File: config.mk
export PLATFORM = sky130hd
export DESIGN_NAME = ecap_top
export DESIGN_NICKNAME = d
export VERILOG_FILES = /design/src/rtl/ecap_pkg.sv /design/src/rtl/ecap_timebase.sv /design/src/rtl/ecap_channel.sv /design/src/rtl/ecap_top.sv
export SDC_FILE = /design/constraint.sdc
export NUM_CORES = 1
export LEC_CHECK = 0
export BUFFER_PORTS_ARGS = -buffer_cell sky130_fd_sc_hd__buf_2
export CAP_MARGIN = 20
export CORE_MARGIN = 8
export CORE_UTILIZATION = 45
export CTS_BUF_LIST = sky130_fd_sc_hd__clkbuf_8
export CTS_CLUSTER_DIAMETER = 60
export DETAILED_ROUTE_END_ITERATION = 8
export MAX_ROUTING_LAYER = met4
export RECOVER_POWER = 25
export SLEW_MARGIN = 20
export SYNTH_ARGS = -nofsm -noshare
export SYNTH_HDL_FRONTEND = slang
export SYNTH_SLANG_ARGS = --single-unit
File: constraint.sdc
create_clock -name clk -period 4.9 [get_ports clk]
set_input_delay 0.735 -clock clk [delete_from_list [all_inputs] [get_ports clk]]
set_output_delay 0.735 -clock clk [all_outputs]
set_load 0.005 [all_outputs]
File: src/rtl/ecap_pkg.sv
package ecap_pkg;

  typedef enum logic [1:0] {
    EDGE_OFF  = 2'd0,
    EDGE_RISE = 2'd1,
    EDGE_FALL = 2'd2,
    EDGE_ANY  = 2'd3
  } edge_mode_e;

  localparam int unsigned CAPV_BASE  = 32'h10;
  localparam int unsigned EDGE_BASE  = 32'h30;
  localparam int unsigned CTRL_ADDR  = 32'h50;
  localparam int unsigned IEN_ADDR   = 32'h54;
  localparam int unsigned STAT_ADDR  = 32'h58;
  localparam int unsigned ACK_ADDR   = 32'h5C;

  localparam int unsigned PS_W       = 5;
  localparam int unsigned PS_LSB     = 4;
  localparam int unsigned EN_BIT     = 10;
  localparam int unsigned FLAG_LSB   = 1;

endpackage

File: src/rtl/ecap_timebase.sv
module ecap_timebase #(
  parameter int CNT_W = 32,
  parameter int PS_W  = 5
) (
  input  logic             clk,
  input  logic             rst,
  input  logic             run,
  input  logic [PS_W-1:0]  ps,
  output logic [CNT_W-1:0] cnt
);

  logic [PS_W-1:0] div_q;

  always_ff @(posedge clk) begin
    if (rst || !run) begin
      div_q <= '0;
      cnt   <= '0;
    end else if (div_q == ps) begin
      div_q <= '0;
      cnt   <= cnt + 1'b1;
    end else begin
      div_q <= div_q + 1'b1;
    end
  end

endmodule

File: src/rtl/ecap_channel.sv
module ecap_channel #(
  parameter int CNT_W = 32
) (
  input  logic                 clk,
  input  logic                 rst,
  input  logic                 run,
  input  logic                 pin,
  input  ecap_pkg::edge_mode_e mode,
  input  logic [CNT_W-1:0]     cnt,
  output logic                 hit,
  output logic [CNT_W-1:0]     capv
);

  logic s1_q, s2_q, prev_q;
  logic rose, fell, match;

  assign rose = s2_q & ~prev_q;
  assign fell = ~s2_q & prev_q;

  always_comb begin
    unique case (mode)
      ecap_pkg::EDGE_RISE: match = rose;
      ecap_pkg::EDGE_FALL: match = fell;
      ecap_pkg::EDGE_ANY:  match = rose | fell;
      default:             match = 1'b0;
    endcase
  end

  assign hit = run & match;

  always_ff @(posedge clk) begin
    if (rst) begin
      s1_q   <= 1'b0;
      s2_q   <= 1'b0;
      prev_q <= 1'b0;
      capv   <= '0;
    end else begin
      s1_q   <= pin;
      s2_q   <= s1_q;
      prev_q <= s2_q;
      if (hit) capv <= cnt;
    end
  end

endmodule

File: src/rtl/ecap_top.sv
module ecap_top #(
  parameter int NCH   = 4,
  parameter int CNT_W = 32,
  parameter int AW    = 8,
  parameter int DW    = 32
) (
  input  logic           clk,
  input  logic           rst,
  input  logic           wr_en,
  input  logic [AW-1:0]  wr_addr,
  input  logic [DW-1:0]  wr_data,
  input  logic           rd_en,
  input  logic [AW-1:0]  rd_addr,
  output logic [DW-1:0]  rd_data,
  input  logic [NCH-1:0] cap_pin,
  output logic           irq
);
  import ecap_pkg::*;

  localparam int FL_HI = FLAG_LSB + NCH - 1;

  logic [PS_W-1:0]  ps_q;
  logic             cap_en;
  logic [NCH-1:0]   ien;
  logic [NCH-1:0]   status;
  logic [NCH-1:0]   hit;
  logic [NCH-1:0]   ack_clr;
  logic [1:0]       edge_sel [NCH];
  logic [CNT_W-1:0] capv_arr [NCH];
  logic [CNT_W-1:0] cnt;
  logic [DW-1:0]    rd_next;
  logic             ack_wr;
  logic             unused_wr;

  assign unused_wr = ^wr_data;
  assign ack_wr    = wr_en && (wr_addr == AW'(ACK_ADDR));
  assign ack_clr   = ack_wr ? wr_data[FL_HI:FLAG_LSB] : '0;

  ecap_timebase #(.CNT_W(CNT_W), .PS_W(PS_W)) tb_i (
    .clk (clk),
    .rst (rst),
    .run (cap_en),
    .ps  (ps_q),
    .cnt (cnt)
  );

  for (genvar i = 0; i < NCH; i++) begin : g_ch
    always_ff @(posedge clk) begin
      if (rst) edge_sel[i] <= '0;
      else if (wr_en && wr_addr == AW'(EDGE_BASE + 4 * i)) edge_sel[i] <= wr_data[1:0];
    end

    ecap_channel #(.CNT_W(CNT_W)) ch_i (
      .clk  (clk),
      .rst  (rst),
      .run  (cap_en),
      .pin  (cap_pin[i]),
      .mode (edge_mode_e'(edge_sel[i])),
      .cnt  (cnt),
      .hit  (hit[i]),
      .capv (capv_arr[i])
    );
  end

  always_ff @(posedge clk) begin
    if (rst) begin
      ps_q   <= '0;
      cap_en <= 1'b0;
      ien    <= '0;
      status <= '0;
      irq    <= 1'b0;
    end else begin
      if (wr_en && wr_addr == AW'(CTRL_ADDR)) begin
        ps_q   <= wr_data[PS_LSB +: PS_W];
        cap_en <= wr_data[EN_BIT];
      end
      if (wr_en && wr_addr == AW'(IEN_ADDR)) ien <= wr_data[FL_HI:FLAG_LSB];
      status <= (status & ~ack_clr) | hit;
      irq    <= |(status & ien);
    end
  end

  always_comb begin
    rd_next = '0;
    if (rd_addr == AW'(CTRL_ADDR)) begin
      rd_next[PS_LSB +: PS_W] = ps_q;
      rd_next[EN_BIT]         = cap_en;
    end
    if (rd_addr == AW'(IEN_ADDR))  rd_next[FL_HI:FLAG_LSB] = ien;
    if (rd_addr == AW'(STAT_ADDR)) rd_next[FL_HI:FLAG_LSB] = status;
    for (int i = 0; i < NCH; i++) begin
      if (rd_addr == AW'(CAPV_BASE + 4 * i)) rd_next = DW'(capv_arr[i]);
      if (rd_addr == AW'(EDGE_BASE + 4 * i)) rd_next[1:0] = edge_sel[i];
    end
  end

  always_ff @(posedge clk) begin
    if (rst)        rd_data <= '0;
    else if (rd_en) rd_data <= rd_next;
    else            rd_data <= '0;
  end

endmodule

**Word-level counts from Yosys, hierarchy flattened**

Memories as Yosys holds them, arrays and structs flattened.
Cells that the tools add are included.

- Add/sub/neg operators: 2
- Equality and inequality tests: 31
- Muxes and demuxes: 35
- Bitwise logic cells: 33
- Reduce and logical (&&, ||, !) cells: 12

Operators by type and width:

| operator | number |
|---|---|
| 32-bit two-way mux | 4 |
| 8-bit by 6-bit == test with 1-bit output (second input constant) | 8 |
| 8-bit by 7-bit == test with 1-bit output (second input constant) | 6 |
| 32-bit by 1-bit adder with 32-bit output (second input constant) | 1 |
| 8-bit by 5-bit == test with 1-bit output (second input constant) | 4 |
| 2-bit == test (second input constant) | 8 |
| 2-bit two-way mux | 8 |
| 1-bit two-way mux | 15 |
| 1-bit bitwise AND | 12 |
| 4-bit two-way mux | 3 |
| 1-bit one-hot mux with 3 select lines | 4 |
| 1-bit inverter | 9 |
| 4-bit bitwise AND | 2 |
| 2-bit by 1-bit == test with 1-bit output (second input constant) | 4 |
| 1-bit bitwise OR | 8 |
| 1-bit logical AND | 7 |
| 5-bit by 1-bit adder with 5-bit output (second input constant) | 1 |
| 5-bit == test | 1 |
| 5-bit two-way mux | 1 |
| 4-bit inverter | 1 |
| 4-bit bitwise OR | 1 |
| 2-bit OR reduction | 2 |
| 4-bit OR reduction | 1 |
| 1-bit logical NOT | 1 |
| 1-bit logical OR | 1 |

- Register bits: 224
- RAM bits: 8
- Input port bits: 56
- Output and inout port bits: 33
- Logic and storage cells: 138
- Memories: 1

Memory list:

| memory | depth | width | rd ports | clocked after Yosys merged registers in | write ports | RTL line | RTL |
|---|---|---|---|---|---|---|---|
| edge_sel | 4 | 2 | 4 | 0 | 4 | ecap_top.sv:28 | `logic [1:0] edge_sel [NCH];` |

**Logic depth before layout (Yosys ltp)**

Gate-level depths: netlist (run 1).

- Depth in word-level cells: 12
- Mapped depth: 9
- Gate-level depth less buffers: 7

**Hierarchy**

Synthesis (run 1) repeated with hierarchy kept, for this count alone.

- Cells, all modules: 1,153
- Area, all modules: 11,098.1 sq um

By module, submodules not included:

| module | instances | cells an instance | area each (sq um) | seq. area each (sq um) |
|---|---|---|---|---|
| ecap_channel | 4 | 153 | 1,589.0 | 700.7 |
| ecap_top | 1 | 330 | 2,930.3 | 1,181.1 |
| ecap_timebase | 1 | 211 | 1,811.7 | 740.7 |

**Least setup slack after synthesis (run 1)**

No wires, ideal clock.

- Kind: input port to flip-flop
- Start point: input wr_addr[7]
- End point: register cap_en
- Setup time: 0.128 ns
- Arrival: 2.018 ns
- Data required time: 4.772 ns
- Setup slack: 2.754 ns
- Stages on the path: 6
- Buffers on the path: 1
- Cells stage by stage: nand3b_1 or3b_2 clkbuf_1 nor2_2 mux2i_1 nor2_1

- Cells in the longest elaborated chain, start to end: 2

Ends and longest elaborated chain:

| item | RTL line | RTL |
|---|---|---|
| from (decl) | ecap_top.sv:10 | `input logic [AW-1:0] wr_addr,` |
| 8-bit by 7-bit == test with 1-bit output | ecap_top.sv:73 | `if (wr_en && wr_addr == AW'(CTRL_ADDR)) begin` |
| 1-bit logical AND | ecap_top.sv:73 |  |
| to (signal assigned) | ecap_top.sv:75 | `cap_en <= wr_data[EN_BIT];` |
| to (decl) | ecap_top.sv:23 | `logic cap_en;` |

No other way between the ends.
A chain may end at the register's enable or synchronous reset.

**Final worst setup path (run 1)**

- Start point: input rst
- End point: register g_ch[1].ch_i.s2_q

RTL lines:

| item | RTL line | RTL |
|---|---|---|
| from (decl) | ecap_top.sv:8 | `input logic rst,` |
| to (signal assigned) | ecap_channel.sv:39 | `s2_q <= s1_q;` |
| to (decl) | ecap_channel.sv:14 | `logic s1_q, s2_q, prev_q;` |

No word-level cell between the ends.

==> flow_metrics.env, run 1 <==
export IMPL_cts_made_buffers=40
export IMPL_hp_class="input port to register"
export IMPL_ys_seq_area_frac=0.485
export IMPL_worstPathRequired_ns=5.25
export IMPL_clock_sinks=232
export IMPL_grt_pass1_vias=7078
export IMPL_worst_slack_ns=1.76
export IMPL_clk_latency_ns=0.54
export IMPL_avgSynthCellArea_um2=9.58
export IMPL_io_buffers=66
export IMPL_arrival_ns=3.49
export IMPL_grt_pass1_wl_um=37000
export IMPL_fin_crit_ns=3.14
export IMPL_switching_share=0.223
export IMPL_crit_type="input port to register"
export IMPL_finalNetCount=1127
export IMPL_slew_viol_final=45
export IMPL_synth_edff_count=8
export IMPL_fin_crit_sh=0.641
export IMPL_pre_cts_ws_ns=2.05
export IMPL_hpwl_um=13900
export IMPL_place_area_um2=10300
export IMPL_violations="capacitance limit, slew limit"
export IMPL_hold_buffers=0
export IMPL_postCtsSetupBuffers=0
export IMPL_relSlewSlack=-0.341
export IMPL_crit_path_start_kind="input port"
export IMPL_worstPathMaxFanout=64
export IMPL_drc=0
export IMPL_cts_resized=0
export IMPL_regArea_um2=4720
export IMPL_io_pins=89
export IMPL_num_vias=7188
export IMPL_p_per_area_nw_per_um2=338
export IMPL_via_per_inst=5.26
export IMPL_routed_wl_um=22200
export IMPL_root_buffer="clkbuf_8"
export IMPL_place_gp_congestion=0.774
export IMPL_ys_warnings_count=0
export IMPL_pwr_share_clk=0.458
export IMPL_cts_buffer_depth=3
export IMPL_fin_cells=1366
export IMPL_syn_instance_count=1017
export IMPL_ir_drop_mv=0.199
export IMPL_die_w_um=163
export IMPL_power_switching_mw=0.826
export IMPL_fin_setup_tns_ns=0
export IMPL_max_freq_mhz=319
export IMPL_grt_total_usage=0.174
export IMPL_synthArstFlopShare=0
export IMPL_clk_pin_slew_ns=0.06
export IMPL_drive_above_1_share=0.148
export IMPL_diodes=0
export IMPL_seq_power_share=0.515
export IMPL_drtIter0Drc=419
export IMPL_grt_max_degree=65
export IMPL_h_tree_depth=2
export IMPL_routedWlPerCell_um=16.2
export IMPL_cts_tree="built"
export IMPL_initial_utilization=0.452
export IMPL_synthesis_nets=1083
export IMPL_skew_ns=0.0244
export IMPL_synth_cell_type_count=56
export IMPL_synth_area_um2=9740
export IMPL_worst_slew_pin_slew_ns=2.01
export IMPL_die_h_um=163
export IMPL_syn_to_final_growth_pct=12.9
export IMPL_antenna_left=0
export IMPL_setup_violations=0
export IMPL_p_int_mw=2.89
export IMPL_core_um2=21600
export IMPL_dieArea_um2=26600
export IMPL_nFillCells=2029
export IMPL_endpoint_kind="register"
export IMPL_power_static_leakage_nw=3.81
export IMPL_firstDrtPassIters=5
export IMPL_ys_ff_latch=232
export IMPL_grt_overflow_total=0
export IMPL_stdcell_area_um2=11000
export IMPL_outcome="finished with violations"
export IMPL_synth_main_ff_cell="dfxtp_1"
export IMPL_dp_cells=1299
export IMPL_rsz0062_at_grt="false"
export IMPL_max_cap_violations=1
export IMPL_comb_power_share=0.028
export IMPL_antenna_found_initial=0
export IMPL_hold_viol_final=0
export IMPL_p_total_mw=3.71
export IMPL_rows=54
export IMPL_multiInputGateArea_um2=4650
state kept, by name, indices dropped and copies added, names as in the netlist:
register and flops:
cap_en 1, edge_sel 8, g_ch.ch_i.capv 128, g_ch.ch_i.prev_q 4
g_ch.ch_i.s1_q 4, g_ch.ch_i.s2_q 4, ien 4, irq 1
ps_q 5, rd_data 32, status 4, tb_i.cnt 32
tb_i.div_q 5
worst max-delay path: stages:
cell and delay [ns]:
clkbuf_1 1.40, clkbuf_2 1.18, nor2b_1 0.14
cell families after synthesis:
| logic type | Yosys count | share of synthesized area |
|---|---|---|
| flip-flops | 232 | 0.485 |
| AO/OA/AOI/OAI | 124 | 0.0799 |
| AND/OR/NAND/NOR | 348 | 0.167 |
| adder cells (fa/ha/maj) | 10 | 0.0128 |
| XOR/XNOR | 31 | 0.0279 |
| multiplexers | 170 | 0.184 |
| buffers and inverters | 102 | 0.0433 |
power by group through the flow:
stage / combinational (mW) / clock, mW / sequential, mW
after floorplan: 0.0625 / 0 / 1.95
after global placement: 0.103 / 0 / 1.95
after detailed placement: 0.103 / 0 / 1.95
after CTS: 0.103 / 1.76 / 1.91
after global routing: 0.112 / 1.85 / 1.91
final: 0.102 / 1.70 / 1.91
cell usage in the layout, fill, tap and decap left out, types with 21 or more instances in the layout:
cell	n
dfxtp_1	224
nor2_1	191
mux2i_1	140
clkbuf_8	49
nand2_1	44
a21oi_1	43
buf_2	43
inv_1	35
xor2_1	30
a22oi_1	28
o21ai_0	28
mux2_2	25
clkbuf_1	23
nor2b_1	22
nand3_1	21
through the flow:
stage               hold slack (ns)   util
floorplan                     0.414      -
CTS                           0.384  0.512
global placement              0.423  0.476
global route                  0.401  0.510
detailed placement            0.430  0.476
finish                        0.410  0.510
worst paths after layout:
path	start	endpoint	slack [ns]	cells past startpoint
max	rst	g_ch[1].ch_i.s2_q	1.76	3
min	cap_pin[3]	g_ch[3].ch_i.s1_q	0.41	2
max reg2reg	g_ch[3].ch_i.prev_q	g_ch[3].ch_i.capv[11]	2.27	8
min reg2reg	g_ch[3].ch_i.s1_q	g_ch[3].ch_i.s2_q	0.44	1
synthesized netlist by cell type, drive strengths merged, types with 6 or more instances:
master | count | area [um^2]
ha | 10 | 125
nand2 | 44 | 165
clkbuf | 50 | 190
inv | 24 | 90.1
or3 | 7 | 43.8
o21ai | 28 | 140
mux2i | 140 | 1400
nand3 | 22 | 123
and3 | 6 | 37.5
buf | 28 | 141
mux2 | 25 | 282
a21oi | 43 | 215
nor3 | 8 | 56.3
a22oi | 28 | 210
xor2 | 30 | 263
nor2 | 192 | 723
nand4 | 21 | 138
nor2b | 22 | 138
and2 | 6 | 37.5
nand2b | 7 | 43.8
edfxtp | 8 | 240
dfxtp | 224 | 4480
layout make-up:
type                            count  share of cell area
Clock buffer                       49              0.0613
Inverter                           24             0.00819
Clock inverter                     18             0.00967
Sequential cell                   232               0.429
Timing Repair Buffer               80              0.0367
Tap cell                          280              0.0318
Multi-Input combinational cell    683               0.423
routing by layer:
metal	GRT usage	wire length, um	vias to the layer above
met4	0.0534	386	0
met3	0.0320	1000	33
met2	0.270	10100	135
li1	-	-	3576
met5	-	0	-
met1	0.227	10700	3444
No activity file was read; power rests on OpenSTA's default activity.
==> inputs of run 2 (changes only) <==
--- a/config.mk
+++ b/config.mk
@@ -13,6 +13,7 @@
 export CTS_CLUSTER_DIAMETER = 60
 export DETAILED_ROUTE_END_ITERATION = 8
 export MAX_ROUTING_LAYER = met4
+export PLACE_DENSITY = 0.66
 export RECOVER_POWER = 25
 export SLEW_MARGIN = 20
 export SYNTH_ARGS = -nofsm -noshare
==> constraint.sdc (replaced) <==
create_clock -name clk -period 2.8 [get_ports clk]
set_input_delay 0.42 -clock clk [delete_from_list [all_inputs] [get_ports clk]]
set_output_delay 0.42 -clock clk [all_outputs]
set_load 0.005 [all_outputs]
==> flow_metrics.env, run 2 (synthesis gave the netlist of run 1 again) <==
export IMPL_outcome="finished with violations"
export IMPL_violations="capacitance limit, slew limit"
export IMPL_h_tree_depth=2
export IMPL_drive_above_1_share=0.148
export IMPL_worstPathRequired_ns=3.04
export IMPL_postCtsSetupBuffers=0
export IMPL_rsz0062_at_grt="false"
export IMPL_firstDrtPassIters=4
export IMPL_routedWlPerCell_um=15.9
export IMPL_root_buffer="clkbuf_8"
export IMPL_place_area_um2=10400
export IMPL_p_per_area_nw_per_um2=576
export IMPL_ir_drop_mv=0.320
export IMPL_hp_class="input port to register"
export IMPL_top_register="g_ch.ch_i.capv"
export IMPL_via_per_inst=5.15
export IMPL_seq_power_share=0.524
export IMPL_drc=0
export IMPL_syn_to_final_growth_pct=13.7
export IMPL_initial_utilization=0.452
export IMPL_pwr_share_clk=0.448
export IMPL_grt_busiest_layer="met2"
export IMPL_skew_ns=0.0184
export IMPL_io_buffers=66
export IMPL_io_pins=89
export IMPL_rows=54
export IMPL_stdcell_area_um2=11100
export IMPL_worst_slack_ns=0.466
export IMPL_pre_cts_ws_ns=0.527
export IMPL_crit_path_start_kind="input port"
export IMPL_clk_latency_ns=0.53
export IMPL_place_gp_congestion=0.795
export IMPL_diodes=0
export IMPL_cts_made_buffers=40
export IMPL_hold_buffers=0
export IMPL_relSlewSlack=-0.413
export IMPL_reg_top3="g_ch.ch_i.capv (128), rd_data (32), tb_i.cnt (32)"
export IMPL_max_freq_mhz=428
export IMPL_dieArea_um2=26600
export IMPL_slew_viol_final=118
export IMPL_cts_tree="built"
export IMPL_power_static_leakage_nw=3.83
export IMPL_clk_pin_slew_ns=0.06
export IMPL_antenna_found_initial=0
export IMPL_switching_share=0.226
export IMPL_comb_power_share=0.029
export IMPL_max_cap_violations=1
export IMPL_arrival_ns=2.57
export IMPL_worst_slew_pin_slew_ns=2.12
export IMPL_mostFrequentLayoutCell="dfxtp_1"
export IMPL_cts_resized=0
export IMPL_hpwl_um=13800
export IMPL_grtUsageMet3=0.0376
export IMPL_drtIter0Drc=429
export IMPL_grt_overflow_total=0
export IMPL_worstPathMaxFanout=117
export IMPL_grt_util_met1=0.218
export IMPL_fin_setup_tns_ns=0
export IMPL_final_cell_mix="dfxtp_1 (224), nor2_1 (191), mux2i_1 (140), clkbuf_8 (48), nand2_1 (44)"
export IMPL_power_switching_mw=1.44
export IMPL_crit_type="input port to register"
export IMPL_largest_reg_flops=128
export IMPL_setup_violations=0
export IMPL_clock_sinks=232
export IMPL_routed_wl_um=21900
export IMPL_hold_viol_final=0
export IMPL_grt_pass1_wl_um=35200
export IMPL_p_int_mw=4.94
export IMPL_fin_crit_sh=0.834
export IMPL_final_util=0.514
export IMPL_antenna_left=0
export IMPL_p_total_mw=6.38
export IMPL_die_w_um=163
export IMPL_cts_buffer_depth=3
export IMPL_grt_pass1_vias=6787
export IMPL_core_um2=21600
export IMPL_finalNetCount=1135
export IMPL_grt_max_degree=118
export IMPL_reg2reg_slack_ns=0.69
export IMPL_endpoint_kind="register"
export IMPL_die_h_um=163
export IMPL_fin_crit_ns=2.33
export IMPL_grt_total_usage=0.167
export IMPL_num_vias=7090
export IMPL_gr_usage_met2=0.257
## run 2: cell count changes in the layout (fill, tap and decap cells not counted), sizes merged
cell / before / now
inv: 35 / 39
bufinv: 1 / 0
clkbuf: 73 / 75
buf: 56 / 61
## run 2: final timing paths
kind / from / endpoint / depth (start not counted)
max: rst / edge_sel[0][0] / 3
min: cap_pin[0] / g_ch[0].ch_i.s1_q / 2
max reg2reg: tb_i.cnt[4] / tb_i.cnt[29] / 5
min reg2reg: g_ch[2].ch_i.s1_q / g_ch[2].ch_i.s2_q / 1
## run 2: layout make-up
type                       instances  area [um^2]
inverter                          24         90.1
tap                              280          350
multi-input combinational        683         4650
timing repair buffer              88          508
clock inverter                    21         91.3
clock buffer                      48          661
sequential                       232         4720
fill                            2042        10500
## run 2: power by group through the flow
stage	logic [mW]	clock network (mW)	registers, mW
after global placement	0.184	0	3.41
final	0.182	2.86	3.34
after floorplan	0.109	0	3.41
after CTS	0.187	2.94	3.34
after detailed placement	0.186	0	3.41
after global routing	0.201	3.09	3.34
## run 2: stage by stage
stage / hold WS [ns] / std cells
after floorplan: 0.414 / 1017
after global placement: 0.422 / 1307
after detailed placement: 0.423 / 1307
after CTS: 0.0702 / 1376
after global routing: 0.0908 / 1376
final: 0.0968 / 1376
## run 2: critical path, stage by stage
cell    delay (ns)
buf_4         0.24
buf_2         1.59
a31o_2        0.30
## run 2: layer usage
| layer | part of all wire | vias to the layer above |
|---|---|---|
| li1 | - | 3594 |
| met5 | 0 | - |
| met1 | 0.48 | 3341 |
| met3 | 0.050 | 31 |
| met2 | 0.45 | 124 |
| met4 | 0.016 | 0 |
==> inputs of run 3 (changes only) <==
==> constraint.sdc (replaced) <==
create_clock -name clk -period 1.9 [get_ports clk]
set_input_delay 0.285 -clock clk [delete_from_list [all_inputs] [get_ports clk]]
set_output_delay 0.285 -clock clk [all_outputs]
set_load 0.005 [all_outputs]
==> flow_metrics.env, run 3 (synthesis gave the netlist of run 1 again) <==
export IMPL_outcome="complete, no violations"
export IMPL_endpoint_kind="register"
export IMPL_num_vias=7608
export IMPL_skew_ns=0.0192
export IMPL_core_um2=21600
export IMPL_h_tree_depth=2
export IMPL_grt_overflow_total=0
export IMPL_via_per_inst=5.22
export IMPL_initial_utilization=0.452
export IMPL_die_h_um=163
export IMPL_syn_to_final_growth_pct=23.6
export IMPL_cts_made_buffers=40
export IMPL_io_buffers=66
export IMPL_p_total_mw=9.68
export IMPL_power_static_leakage_nw=4.42
export IMPL_reg_top3="g_ch.ch_i.capv (128), rd_data (32), tb_i.cnt (32)"
export IMPL_ir_drop_mv=0.484
export IMPL_clk_pin_slew_ns=0.06
export IMPL_top_register="g_ch.ch_i.capv"
export IMPL_hpwl_um=14700
export IMPL_arrival_ns=2.24
export IMPL_grt_pass1_wl_um=37600
export IMPL_root_buffer="clkbuf_8"
export IMPL_max_cap_violations=0
export IMPL_crit_path_top_delay_cell="dfxtp_1"
export IMPL_io_pins=89
export IMPL_clk_latency_ns=0.54
export IMPL_crit_chain="inv_1 -> ha_1 -> nor2b_2 -> o21ai_2 -> a21boi_4 -> buf_12 -> buf_6 -> mux2i_1 -> nor2_1"
export IMPL_cts_buffer_depth=3
export IMPL_antenna_left=0
export IMPL_worst_slack_ns=0.0615
export IMPL_rsz0062_at_grt="true"
export IMPL_fin_setup_tns_ns=0
export IMPL_dieArea_um2=26600
export IMPL_routed_wl_um=24700
export IMPL_relSlewSlack=0.567
export IMPL_die_w_um=163
export IMPL_cts_tree="built"
export IMPL_max_freq_mhz=544
export IMPL_diodes=0
export IMPL_grt_pass1_vias=7225
export IMPL_slew_viol_final=0
export IMPL_largest_reg_flops=128
export IMPL_firstDrtPassIters=5
export IMPL_fin_crit_ns=1.84
export IMPL_crit_buf_inv=3
export IMPL_place_gp_congestion=0.792
export IMPL_p_per_area_nw_per_um2=804
export IMPL_worstPathMaxFanout=5
export IMPL_pre_cts_ws_ns=0.0539
export IMPL_clock_sinks=232
export IMPL_crit_path_start_kind="register"
export IMPL_drtIter0Drc=517
export IMPL_drc=0
export IMPL_finalNetCount=1212
export IMPL_mostFrequentLayoutCell="dfxtp_1"
export IMPL_setup_violations=0
export IMPL_crit_type="register to register"
export IMPL_worst_slew_pin_slew_ns=0.650
export IMPL_antenna_found_initial=0
export IMPL_hp_class="input port to register"
export IMPL_fin_crit_sh=0.968
export IMPL_path_delay_family="buffers and inverters"
export IMPL_rows=54
export IMPL_worstPathRequired_ns=2.30
export IMPL_grt_total_usage=0.177
export IMPL_hold_viol_final=0
export IMPL_drive_above_1_share=0.214
export IMPL_grt_max_degree=86
export IMPL_final_cell_mix="dfxtp_1 (224), nor2_1 (192), mux2i_1 (138), buf_4 (61), buf_2 (58)"
export IMPL_routedWlPerCell_um=17.0
export IMPL_slowest_delay_ns=0.33
## run 3: final cells by class
type / count / area, um^2
inverter: 24 / 90.1
clock inverter: 25 / 134
tap: 280 / 350
sequential: 232 / 4720
fill: 1877 / 9510
timing repair buffer: 165 / 1420
multi-input combinational: 683 / 4660
clock buffer: 48 / 661
## run 3: path summary, 6_finish.rpt
check	start	to	slack, ns	depth (start not counted)
setup / recovery	g_ch[3].ch_i.prev_q	g_ch[3].ch_i.capv[21]	0.06	9
hold / removal	wr_data[1]	ien[0]	0.03	3
setup reg to reg	g_ch[3].ch_i.prev_q	g_ch[3].ch_i.capv[21]	0.06	9
hold reg to reg	g_ch[2].ch_i.s1_q	g_ch[2].ch_i.s2_q	0.44	1
## run 3: routing by layer
layer / share of wire / global-route usage / vias up
met3: 0.049 / 0.0310 / 39
li1: - / - / 3758
met4: 0.016 / 0.0530 / 0
met5: 0 / - / -
met1: 0.46 / 0.232 / 3620
met2: 0.47 / 0.276 / 191
## run 3: power by group
part	internal, mW	total [mW]	switching (mW)
registers	4.91	4.93	0.0150
logic	0.126	0.318	0.192
clock network	2.43	4.44	2.01
## run 3: worst min-delay path, stage by stage
cell     delay [ns]
buf_2          0.12
nand2_1        0.05
a21oi_1        0.05
## run 3: repair_timing
item                                    in CTS  in global routing
setup buffers                                0                 10
hold endpoints to repair                    11                  0
hold buffers                                11                  0
gates resized for setup                      0                 10
endpoints found under the setup margin       0                 80
## run 3: through the flow
stage / instances / hold WS, ns / utilization / instance area [um^2]
after CTS: 1438 / 0.00334 / 0.544 / 11700
after global routing: 1457 / 0.0245 / 0.559 / 12000
after global placement: 1354 / 0.416 / 0.502 / 10800
after detailed placement: 1354 / 0.428 / 0.502 / 10800
after floorplan: 1017 / 0.413 / - / 9740
final: 1457 / 0.0293 / 0.559 / 12000
